==> src/rtl/dms_pkg.sv <==
package dms_pkg;

  typedef enum logic [2:0] {
    MD_DISCOVER    = 3'd0,
    MD_START_LEAD  = 3'd1,
    MD_START_TRAIL = 3'd2,
    MD_LEAD        = 3'd3,
    MD_TRAIL       = 3'd4,
    MD_LEAD_ZPC    = 3'd5,
    MD_TRAIL_ZPC   = 3'd6
  } mode_e;

  // strobes from control to datapath
  typedef struct packed {
    logic phaseInc;
    logic phaseClr;
    logic oppInc;
    logic oppClr;
    logic discSample;
  } dp_ctl_t;

  // status from datapath to control
  typedef struct packed {
    logic phaseLastDisc;
    logic phaseLastBlank;
    logic oppLast;
    logic edgeLead;
    logic edgeTrail;
    logic discLead;
    logic discAny;
  } dp_stat_t;

endpackage

==> src/rtl/dms_dpath.sv <==
module dms_dpath
  import dms_pkg::*;
#(
  parameter int DISC_HALVES   = 4,
  parameter int BLANK_HALVES  = 16,
  parameter int SWITCH_HALVES = 16
) (
  input  logic     clk,
  input  logic     rst,
  input  logic     edgeSeen,
  input  logic     edgeLeading,
  input  logic     edgeTrailing,
  input  dp_ctl_t  ctl,
  output dp_stat_t stat
);

  localparam int PHASE_MAX = (DISC_HALVES > BLANK_HALVES) ? DISC_HALVES : BLANK_HALVES;
  localparam int PW = $clog2(PHASE_MAX + 1);
  localparam int OW = $clog2(SWITCH_HALVES + 1);

  logic [PW-1:0] phaseCnt;
  logic [OW-1:0] oppCnt;
  logic leadFlag, anyFlag;
  logic isLead, isTrail;

  // classification: leading wins when both direction flags are set
  assign isLead  = edgeSeen & edgeLeading;
  assign isTrail = edgeSeen & edgeTrailing & ~edgeLeading;

  always_ff @(posedge clk) begin
    if (rst)               phaseCnt <= '0;
    else if (ctl.phaseClr) phaseCnt <= '0;
    else if (ctl.phaseInc) phaseCnt <= phaseCnt + 1'b1;
  end

  always_ff @(posedge clk) begin
    if (rst)             oppCnt <= '0;
    else if (ctl.oppClr) oppCnt <= '0;
    else if (ctl.oppInc) oppCnt <= oppCnt + 1'b1;
  end

  always_ff @(posedge clk) begin
    if (rst) begin
      leadFlag <= 1'b0;
      anyFlag  <= 1'b0;
    end else if (ctl.discSample) begin
      leadFlag <= leadFlag | isLead;
      anyFlag  <= anyFlag | isLead | isTrail;
    end
  end

  always_comb begin
    stat.phaseLastDisc  = (phaseCnt == PW'(DISC_HALVES - 1));
    stat.phaseLastBlank = (phaseCnt == PW'(BLANK_HALVES - 1));
    stat.oppLast        = (oppCnt == OW'(SWITCH_HALVES - 1));
    stat.edgeLead       = isLead;
    stat.edgeTrail      = isTrail;
    stat.discLead       = leadFlag | isLead;
    stat.discAny        = anyFlag;
  end

  // window counter never runs past the longer window
  a_r5_phase_bound: assert property (@(posedge clk) disable iff (rst)
    phaseCnt < PW'(PHASE_MAX));

  // the opposite run counter is cleared before it can reach the limit
  a_r8_opp_bound: assert property (@(posedge clk) disable iff (rst)
    oppCnt < OW'(SWITCH_HALVES));

  // a strobe without an opposite cut leaves the run count at zero
  a_r9_opp_restart: assert property (@(posedge clk) disable iff (rst)
    ctl.oppClr |=> (oppCnt == '0));

endmodule

==> src/rtl/dms_ctrl.sv <==
module dms_ctrl
  import dms_pkg::*;
(
  input  logic     clk,
  input  logic     rst,
  input  logic     halfTick,
  input  dp_stat_t stat,
  output mode_e    mode,
  output dp_ctl_t  ctl
);

  mode_e modeQ, nextMode;
  mode_e normOwn, zpcOwn, normOther;
  logic  leadFam, ownHit, oppHit;

  always_comb begin
    leadFam   = (modeQ == MD_LEAD) || (modeQ == MD_LEAD_ZPC);
    ownHit    = leadFam ? stat.edgeLead  : stat.edgeTrail;
    oppHit    = leadFam ? stat.edgeTrail : stat.edgeLead;
    normOwn   = leadFam ? MD_LEAD     : MD_TRAIL;
    zpcOwn    = leadFam ? MD_LEAD_ZPC : MD_TRAIL_ZPC;
    normOther = leadFam ? MD_TRAIL    : MD_LEAD;
  end

  always_comb begin
    nextMode = modeQ;
    ctl      = '0;
    if (halfTick) begin
      case (modeQ)
        MD_DISCOVER: begin
          ctl.discSample = 1'b1;
          ctl.oppClr     = 1'b1;
          if (stat.phaseLastDisc) begin
            ctl.phaseClr = 1'b1;
            nextMode     = stat.discLead ? MD_START_LEAD : MD_START_TRAIL;
          end else begin
            ctl.phaseInc = 1'b1;
          end
        end
        MD_START_LEAD, MD_START_TRAIL: begin
          ctl.oppClr = 1'b1;
          if (stat.phaseLastBlank) begin
            ctl.phaseClr = 1'b1;
            if (modeQ == MD_START_LEAD) nextMode = MD_LEAD;
            else if (stat.discAny)      nextMode = MD_TRAIL;
            else                        nextMode = MD_TRAIL_ZPC;
          end else begin
            ctl.phaseInc = 1'b1;
          end
        end
        MD_LEAD, MD_TRAIL, MD_LEAD_ZPC, MD_TRAIL_ZPC: begin
          if (oppHit) begin
            if (stat.oppLast) begin
              ctl.oppClr = 1'b1;
              nextMode   = normOther;
            end else begin
              ctl.oppInc = 1'b1;
            end
          end else begin
            ctl.oppClr = 1'b1;
            nextMode   = ownHit ? normOwn : zpcOwn;
          end
        end
        default: begin
          ctl.phaseClr = 1'b1;
          ctl.oppClr   = 1'b1;
          nextMode     = MD_DISCOVER;
        end
      endcase
    end
  end

  always_ff @(posedge clk) begin
    if (rst) modeQ <= MD_DISCOVER;
    else     modeQ <= nextMode;
  end

  assign mode = modeQ;

  // no strobe, no mode change
  a_r2_hold: assert property (@(posedge clk) disable iff (rst)
    !halfTick |=> $stable(modeQ));

  // discovery can only lead into a startup mode
  a_r4_disc_exit: assert property (@(posedge clk) disable iff (rst)
    (modeQ == MD_DISCOVER) |=>
      (modeQ == MD_DISCOVER || modeQ == MD_START_LEAD || modeQ == MD_START_TRAIL));

  // startup-leading only exits to leading
  a_r6_sle_exit: assert property (@(posedge clk) disable iff (rst)
    (modeQ == MD_START_LEAD) |=> (modeQ == MD_START_LEAD || modeQ == MD_LEAD));

  // startup-trailing only exits into the trailing family
  a_r6_ste_exit: assert property (@(posedge clk) disable iff (rst)
    (modeQ == MD_START_TRAIL) |=>
      (modeQ == MD_START_TRAIL || modeQ == MD_TRAIL || modeQ == MD_TRAIL_ZPC));

  // a leading cut in the leading family lands in leading mode
  a_r7_lead_back: assert property (@(posedge clk) disable iff (rst)
    (leadFam && halfTick && stat.edgeLead) |=> (modeQ == MD_LEAD));

  // the leading family is left only on the final opposite strobe
  a_r8_lead_stay: assert property (@(posedge clk) disable iff (rst)
    (leadFam && !(halfTick && stat.edgeTrail && stat.oppLast)) |=>
      (modeQ == MD_LEAD || modeQ == MD_LEAD_ZPC));

endmodule

==> src/rtl/dimmer_mode_sup.sv <==
module dimmer_mode_sup
  import dms_pkg::*;
#(
  parameter int DISC_HALVES   = 4,
  parameter int BLANK_HALVES  = 16,
  parameter int SWITCH_HALVES = 16
) (
  input  logic       clk,
  input  logic       rst,
  input  logic       halfTick,
  input  logic       edgeSeen,
  input  logic       edgeLeading,
  input  logic       edgeTrailing,
  output logic [2:0] mode,
  output logic       loadEn,
  output logic       slopeMask
);

  dp_ctl_t  ctl;
  dp_stat_t stat;
  mode_e    modeCur;

  dms_ctrl ctrl_i (
    .clk      (clk),
    .rst      (rst),
    .halfTick (halfTick),
    .stat     (stat),
    .mode     (modeCur),
    .ctl      (ctl)
  );

  dms_dpath #(
    .DISC_HALVES   (DISC_HALVES),
    .BLANK_HALVES  (BLANK_HALVES),
    .SWITCH_HALVES (SWITCH_HALVES)
  ) dpath_i (
    .clk          (clk),
    .rst          (rst),
    .edgeSeen     (edgeSeen),
    .edgeLeading  (edgeLeading),
    .edgeTrailing (edgeTrailing),
    .ctl          (ctl),
    .stat         (stat)
  );

  assign mode      = modeCur;
  assign loadEn    = (modeCur == MD_DISCOVER);
  assign slopeMask = (modeCur == MD_DISCOVER) || (modeCur == MD_START_LEAD) ||
                     (modeCur == MD_START_TRAIL);

  // reset lands in discovery with the load requested
  a_r1_reset_state: assert property (@(posedge clk)
    rst |=> (mode == 3'd0 && loadEn && slopeMask));

  // the load is only requested while slope reports are masked
  a_r3_load_masked: assert property (@(posedge clk) disable iff (rst)
    loadEn |-> slopeMask);

  // masking drops only on a strobe
  a_r5_mask_fall: assert property (@(posedge clk) disable iff (rst)
    $fell(slopeMask) |-> $past(halfTick));

endmodule

==> config.mk <==
export PLATFORM = sky130hd
export DESIGN_NAME = dimmer_mode_sup
export DESIGN_NICKNAME = d
export VERILOG_FILES = /design/src/rtl/dms_pkg.sv /design/src/rtl/dms_dpath.sv /design/src/rtl/dms_ctrl.sv /design/src/rtl/dimmer_mode_sup.sv
export SDC_FILE = /design/constraint.sdc
export NUM_CORES = 1
export LEC_CHECK = 0
export BUFFER_PORTS_ARGS = -buffer_cell sky130_fd_sc_hd__buf_2
export CORE_MARGIN = 2
export CORE_UTILIZATION = 52
export DETAILED_ROUTE_END_ITERATION = 8
export PLACE_DENSITY = 0.71
export SETUP_SLACK_MARGIN = 0.05
export SKIP_CTS_REPAIR_TIMING = 1
export SYNTH_ARGS = -nofsm -noshare
export SYNTH_HDL_FRONTEND = slang
export SYNTH_HIERARCHICAL = 1
export SYNTH_SLANG_ARGS = --single-unit
==> constraint.sdc <==
create_clock -name clk -period 2.49 [get_ports clk]
set_clock_uncertainty 0.15 [all_clocks]
set_input_delay 0.3735 -clock clk [delete_from_list [all_inputs] [get_ports clk]]
set_output_delay 0.3735 -clock clk [all_outputs]
set_load 0.05 [all_outputs]
Word-level counts from Yosys, hierarchy flattened
Index checks and enable logic that the tools add are counted.
{"block": "word_totals", "regBits": 15, "input_bits": 6, "out_inout_bits": 5}
{"block": "op_classes", "n_mux": 28, "n_reduce_logical": 9, "eq_ne": 12, "add_sub_neg": 2, "bitwise_logic": 7}
{"operator": "2-to-1 mux 3 bit", "count": 8}
{"operator": "2-to-1 mux 1 bit", "count": 13}
{"operator": "adder 5 x 1 -> 5 bit (second input constant)", "count": 2}
{"operator": "== test 5 x 4 -> 1 bit (second input constant)", "count": 2}
{"operator": "== test 3 bit (second input constant)", "count": 3}
{"operator": "one-hot mux 3 bit (3 select lines)", "count": 1}
{"operator": "== test 3 x 2 -> 1 bit (second input constant)", "count": 2}
{"operator": "2-to-1 mux 2 bit", "count": 3}
{"operator": "OR reduction 2 bit", "count": 3}
{"operator": "== test 5 x 2 -> 1 bit (second input constant)", "count": 1}
{"operator": "2-to-1 mux 5 bit", "count": 1}
{"operator": "inequality test 2 x 1 -> 1 bit (second input constant)", "count": 2}
{"operator": "AND reduction 4 bit", "count": 1}
{"operator": "OR reduction 4 bit", "count": 1}
{"operator": "bitwise AND 1 bit", "count": 3}
{"operator": "== test 3 x 1 -> 1 bit (second input constant)", "count": 1}
{"operator": "zero test 3 bit", "count": 1}
{"operator": "logical OR 1 bit", "count": 3}
{"operator": "inequality test 3 x 2 -> 1 bit (second input constant)", "count": 1}
{"operator": "OR 1 bit", "count": 3}
{"operator": "one-hot mux 1 bit (3 select lines)", "count": 1}
{"operator": "one-hot mux 1 bit (2 select lines)", "count": 1}
{"operator": "inverter 1 bit", "count": 1}

Depth between registers and ports, before layout
{"block": "depth", "ltp_word": 7, "depth_mapped": 9}

Modules after synthesis
Netlist, hierarchy kept.
{"module": "dms_dpath", "seq_area_each_um2": 240.2, "area_each_um2": 646.9, "n_inst": 1, "cells_each": 63}
{"module": "dms_ctrl", "seq_area_each_um2": 60.1, "area_each_um2": 437.9, "n_inst": 1, "cells_each": 56}
{"module": "dimmer_mode_sup", "seq_area_each_um2": 0.0, "area_each_um2": 15.0, "n_inst": 1, "cells_each": 2}

Worst setup path after synthesis
Ideal clock, no wire load.
{"block": "synth_path", "path_kind": "register to register", "start": "register dpath_i.phaseCnt[0]", "end": "register dpath_i.phaseCnt[3]", "setup_slack_ns": -0.013, "setup_time_ns": 0.121, "t_arrival_ns": 2.232, "path_buffers": 1, "stages_incl_launch_ff": 10, "path_cell_list": "dfxtp_1 -> ha_1 -> and3_1 -> ha_1 -> nor4b_2 -> a21oi_1 -> a2111oi_0 -> buf_6 -> nand4_2 -> mux2_4"}
{"item": "from (decl)", "line_no": "dms_dpath.sv:21", "source": "logic [PW-1:0] phaseCnt;"}
{"item": "from (signal assigned)", "line_no": "dms_dpath.sv:33", "source": "else if (ctl.phaseInc) phaseCnt <= phaseCnt + 1'b1;"}

==> qor.yml <==
status: "complete, but fails checks"
failed_checks: "negative setup slack"
initial_core_util_pct: 55.5
crit_cells: 9
crit_slowest_cell: "a2111oi_2"
worstMarginPinSlew_ns: 0.442
htreeDepth: 1
rr_worst_depth: 9
grt_max_degree: 19
drc_errors: 0
hold_path.class: "primary input to flip-flop"
slew-limit-headroom_pct: 70.1
crit_top_cell: "ha_4"
antenna_found_initial: 0
cts_buffer_depth: 2
clk_latency_ns: 0.28
power_switching_uw: 146
grt_pass1_vias: 803
layout_common_cells: "dfxtp_1, nor2_1, buf_4, buf_2, inv_1"
synth.distinct_cells: 49
max_freq_ghz: 0.398
ys_seq_area_share_pct: 27.3
power_uw: 503
top_layer_used: "met3"
seq_power_share_pct: 51.9
wl_met1_um: 995
critical_path.max_stage_delay_ns: 0.42
num_antenna_cells: 0
crit_buf_inv: 1
hpwl_um: 1500
rsz0062_at_grt: "yes"
path_max_fanout: 4
fillers: 167
dp_worst_setup_slack_ns: 0.0413
synth_edf_count: 0
drt_pass1_iterations: 4
worstPathArrival_ns: 2.54
period_needed_ns: 2.51
synth_nets: 131
cts_buffers: 3
async_reset_ff_share_pct: 0
vias_per_cell: 5.86
power_frac_clock_pct: 28.8
setup-tns-final_ns: -0.0515
path_clk_slew_ns: 0.09
r2r_end: "dpath_i/phaseCnt[3]"
postLayoutSetupSlackWorst_ns: -0.0229
layout_commonest_cell: "dfxtp_1"
synth_seq_cells: 15
io_pins: 11
period_share_pct: 101
crit_path_end: "dpath_i/phaseCnt[3]"
max-cap-violations: 0
wl_per_cell_um: 13.6
p_sw_share_pct: 29.0
ir_drop_uv: 309
coreArea_um2: 1980
final_cell_area_um2: 1250
synth_area_um2: 1100
num_rows: 16
worstHoldStart: "edgeSeen"
ant_nets: 0
path_delay_family: "simple AND/OR/NAND/NOR gates"
die_area_um2: 2500
yosysWarnings: 6
clock-root-buffer: "clkbuf_4"
fin_cells: 161
dpl-instance-area_um2: 1160
critical_path_class: "flip-flop to flip-flop"
power_leakage_nw: 0.483
powerDensity_nw_per_um2: 403
start_kind: "flip-flop"
synth_cells: 121
drv_slew: 0
wl_met3_um: 129
first_iter_violations: 22
crit_chain: "ha_4 > and3_4 > ha_4 > nor4b_4 > a21oi_2 > a2111oi_2 > buf_4 > nand4_2 > mux2_4"
syn_avg_cell_area_um2: 9.09
power.internal_uw: 357
p_comb_share_pct: 19.3
hold_viol: 0
nNetsFinal: 145
gp_congestion: 0.790
grt_util_all_layers_pct: 17.2
dp.cells: 155
worstPathRequired_ns: 2.51
startpoint: "dpath_i/phaseCnt[1]"
fp.dieW_um: 50.0
seqCellArea_um2: 303
reg2reg_from: "dpath_i/phaseCnt[1]"
vias: 944
worstSetupEndpointType: "flip-flop"
finalSetupViolCount: 3
cts_tree: "yes"
port_buffers: 10
syn2layout_area_growth_pct: 13.4
routed_wirelength_um: 2190
drive_above_1_share_pct: 34.3
multiInputGateArea_um2: 737
ys.flop_type: "dfxtp_1"
grt_pass1_wl_um: 3420
die_h_um: 50.0
clkSinkCount: 15
ff2ff_setup_slack_ns: -0.02
dr_wl_met2_um: 1070
grt.overflow.total: 0
==> worst reg2reg max path, delay by kind of cell (launching register included) <==
family / cells / cell delay, ns
flip-flops: 1 / 0.36
buffers and inverters: 1 / 0.18
multiplexers: 1 / 0.31
AO/OA/AOI/OAI: 2 / 0.50
AND/OR/NAND/NOR: 3 / 0.58
adder cells (fa/ha/maj): 2 / 0.34
==> per-layer routing <==
layer | vias up | GRT usage (%)
met2 | 32 | 26.8
li1 | 464 | -
met3 | 0 | 3.64
met4 | 0 | 4.17
met1 | 448 | 24.1
met5 | - | 0
==> cell usage after synthesis, drive strengths merged (2+ instances only) <==
| master | number | area share, % |
|---|---|---|
| and3 | 2 | 1.1 |
| a31oi | 4 | 3.6 |
| nor4b | 2 | 2.2 |
| mux2i | 4 | 3.6 |
| or2 | 3 | 1.7 |
| nand3b | 3 | 2.0 |
| a21oi | 6 | 2.7 |
| a211oi | 2 | 2.3 |
| ha | 4 | 4.6 |
| nand4 | 2 | 2.3 |
| inv | 6 | 2.0 |
| nor2b | 2 | 1.1 |
| dfxtp | 15 | 27 |
| o211ai | 2 | 1.4 |
| o21ai | 2 | 0.91 |
| buf | 10 | 8.1 |
| nand4b | 2 | 1.6 |
| xnor2 | 2 | 1.6 |
| o311ai | 2 | 1.6 |
| nor3b | 3 | 2.0 |
| mux2 | 3 | 3.8 |
| nor2 | 13 | 4.7 |
| nor3 | 6 | 3.2 |
| nand2b | 2 | 1.1 |
| a21bo | 2 | 1.8 |
| and2 | 2 | 1.1 |
| nand2 | 4 | 1.4 |
| a2111oi | 2 | 2.2 |
==> how the worst min path moves through the flow <==
stage / slack [ns] / depth (start not counted) / to
finish: 0.23 / 3 / dpath_i/leadFlag
global route: 0.23 / 3 / dpath_i/leadFlag
global placement: 0.29 / 2 / dpath_i/anyFlag
CTS: 0.22 / 3 / dpath_i/leadFlag
detailed placement: 0.30 / 2 / dpath_i/anyFlag
floorplan: 0.27 / 2 / dpath_i/anyFlag
==> power groups by stage <==
stage | combinational (mW) | sequential [mW] | clock (mW)
final | 0.0969 | 0.261 | 0.145
after global routing | 0.107 | 0.263 | 0.166
after CTS | 0.0869 | 0.258 | 0.148
after detailed placement | 0.0864 | 0.263 | 0
after global placement | 0.0838 | 0.263 | 0
after floorplan | 0.0656 | 0.265 | 0
==> kinds of logic after synthesis <==
| group | share of synthesized area, % |
|---|---|
| AOI/OAI and AO/OA | 21.8 |
| DFF | 27.3 |
| xor gates and xnor gates | 1.59 |
| adders and majority gates | 4.55 |
| muxes | 7.39 |
| buffers and inverters | 10.5 |
| and+or+nand+nor | 26.8 |
==> sequential cells by signal, indices dropped and copies added, names as in the netlist <==
| signal | cells |
|---|---|
| dpath_i/leadFlag | 1 |
| ctrl_i/mode | 3 |
| dpath_i/phaseCnt | 5 |
| dpath_i/oppCnt | 5 |
| dpath_i/anyFlag | 1 |
==> area by class of cell <==
class	count	share of cell area, %
multi-input cells	89	59.1
clock buffers	4	2.11
flip-flops and latches	15	24.3
well taps	27	2.71
repair buffers	20	10.0
inverters	6	1.81
==> per-stage QoR <==
stage	hold slack (ns)	util [%]
global route	0.227	62.9
floorplan	0.274	-
detailed placement	0.299	58.4
finish	0.227	62.9
global placement	0.291	58.4
CTS	0.222	59.7
Note: power is estimated with default switching activity, not from simulation.
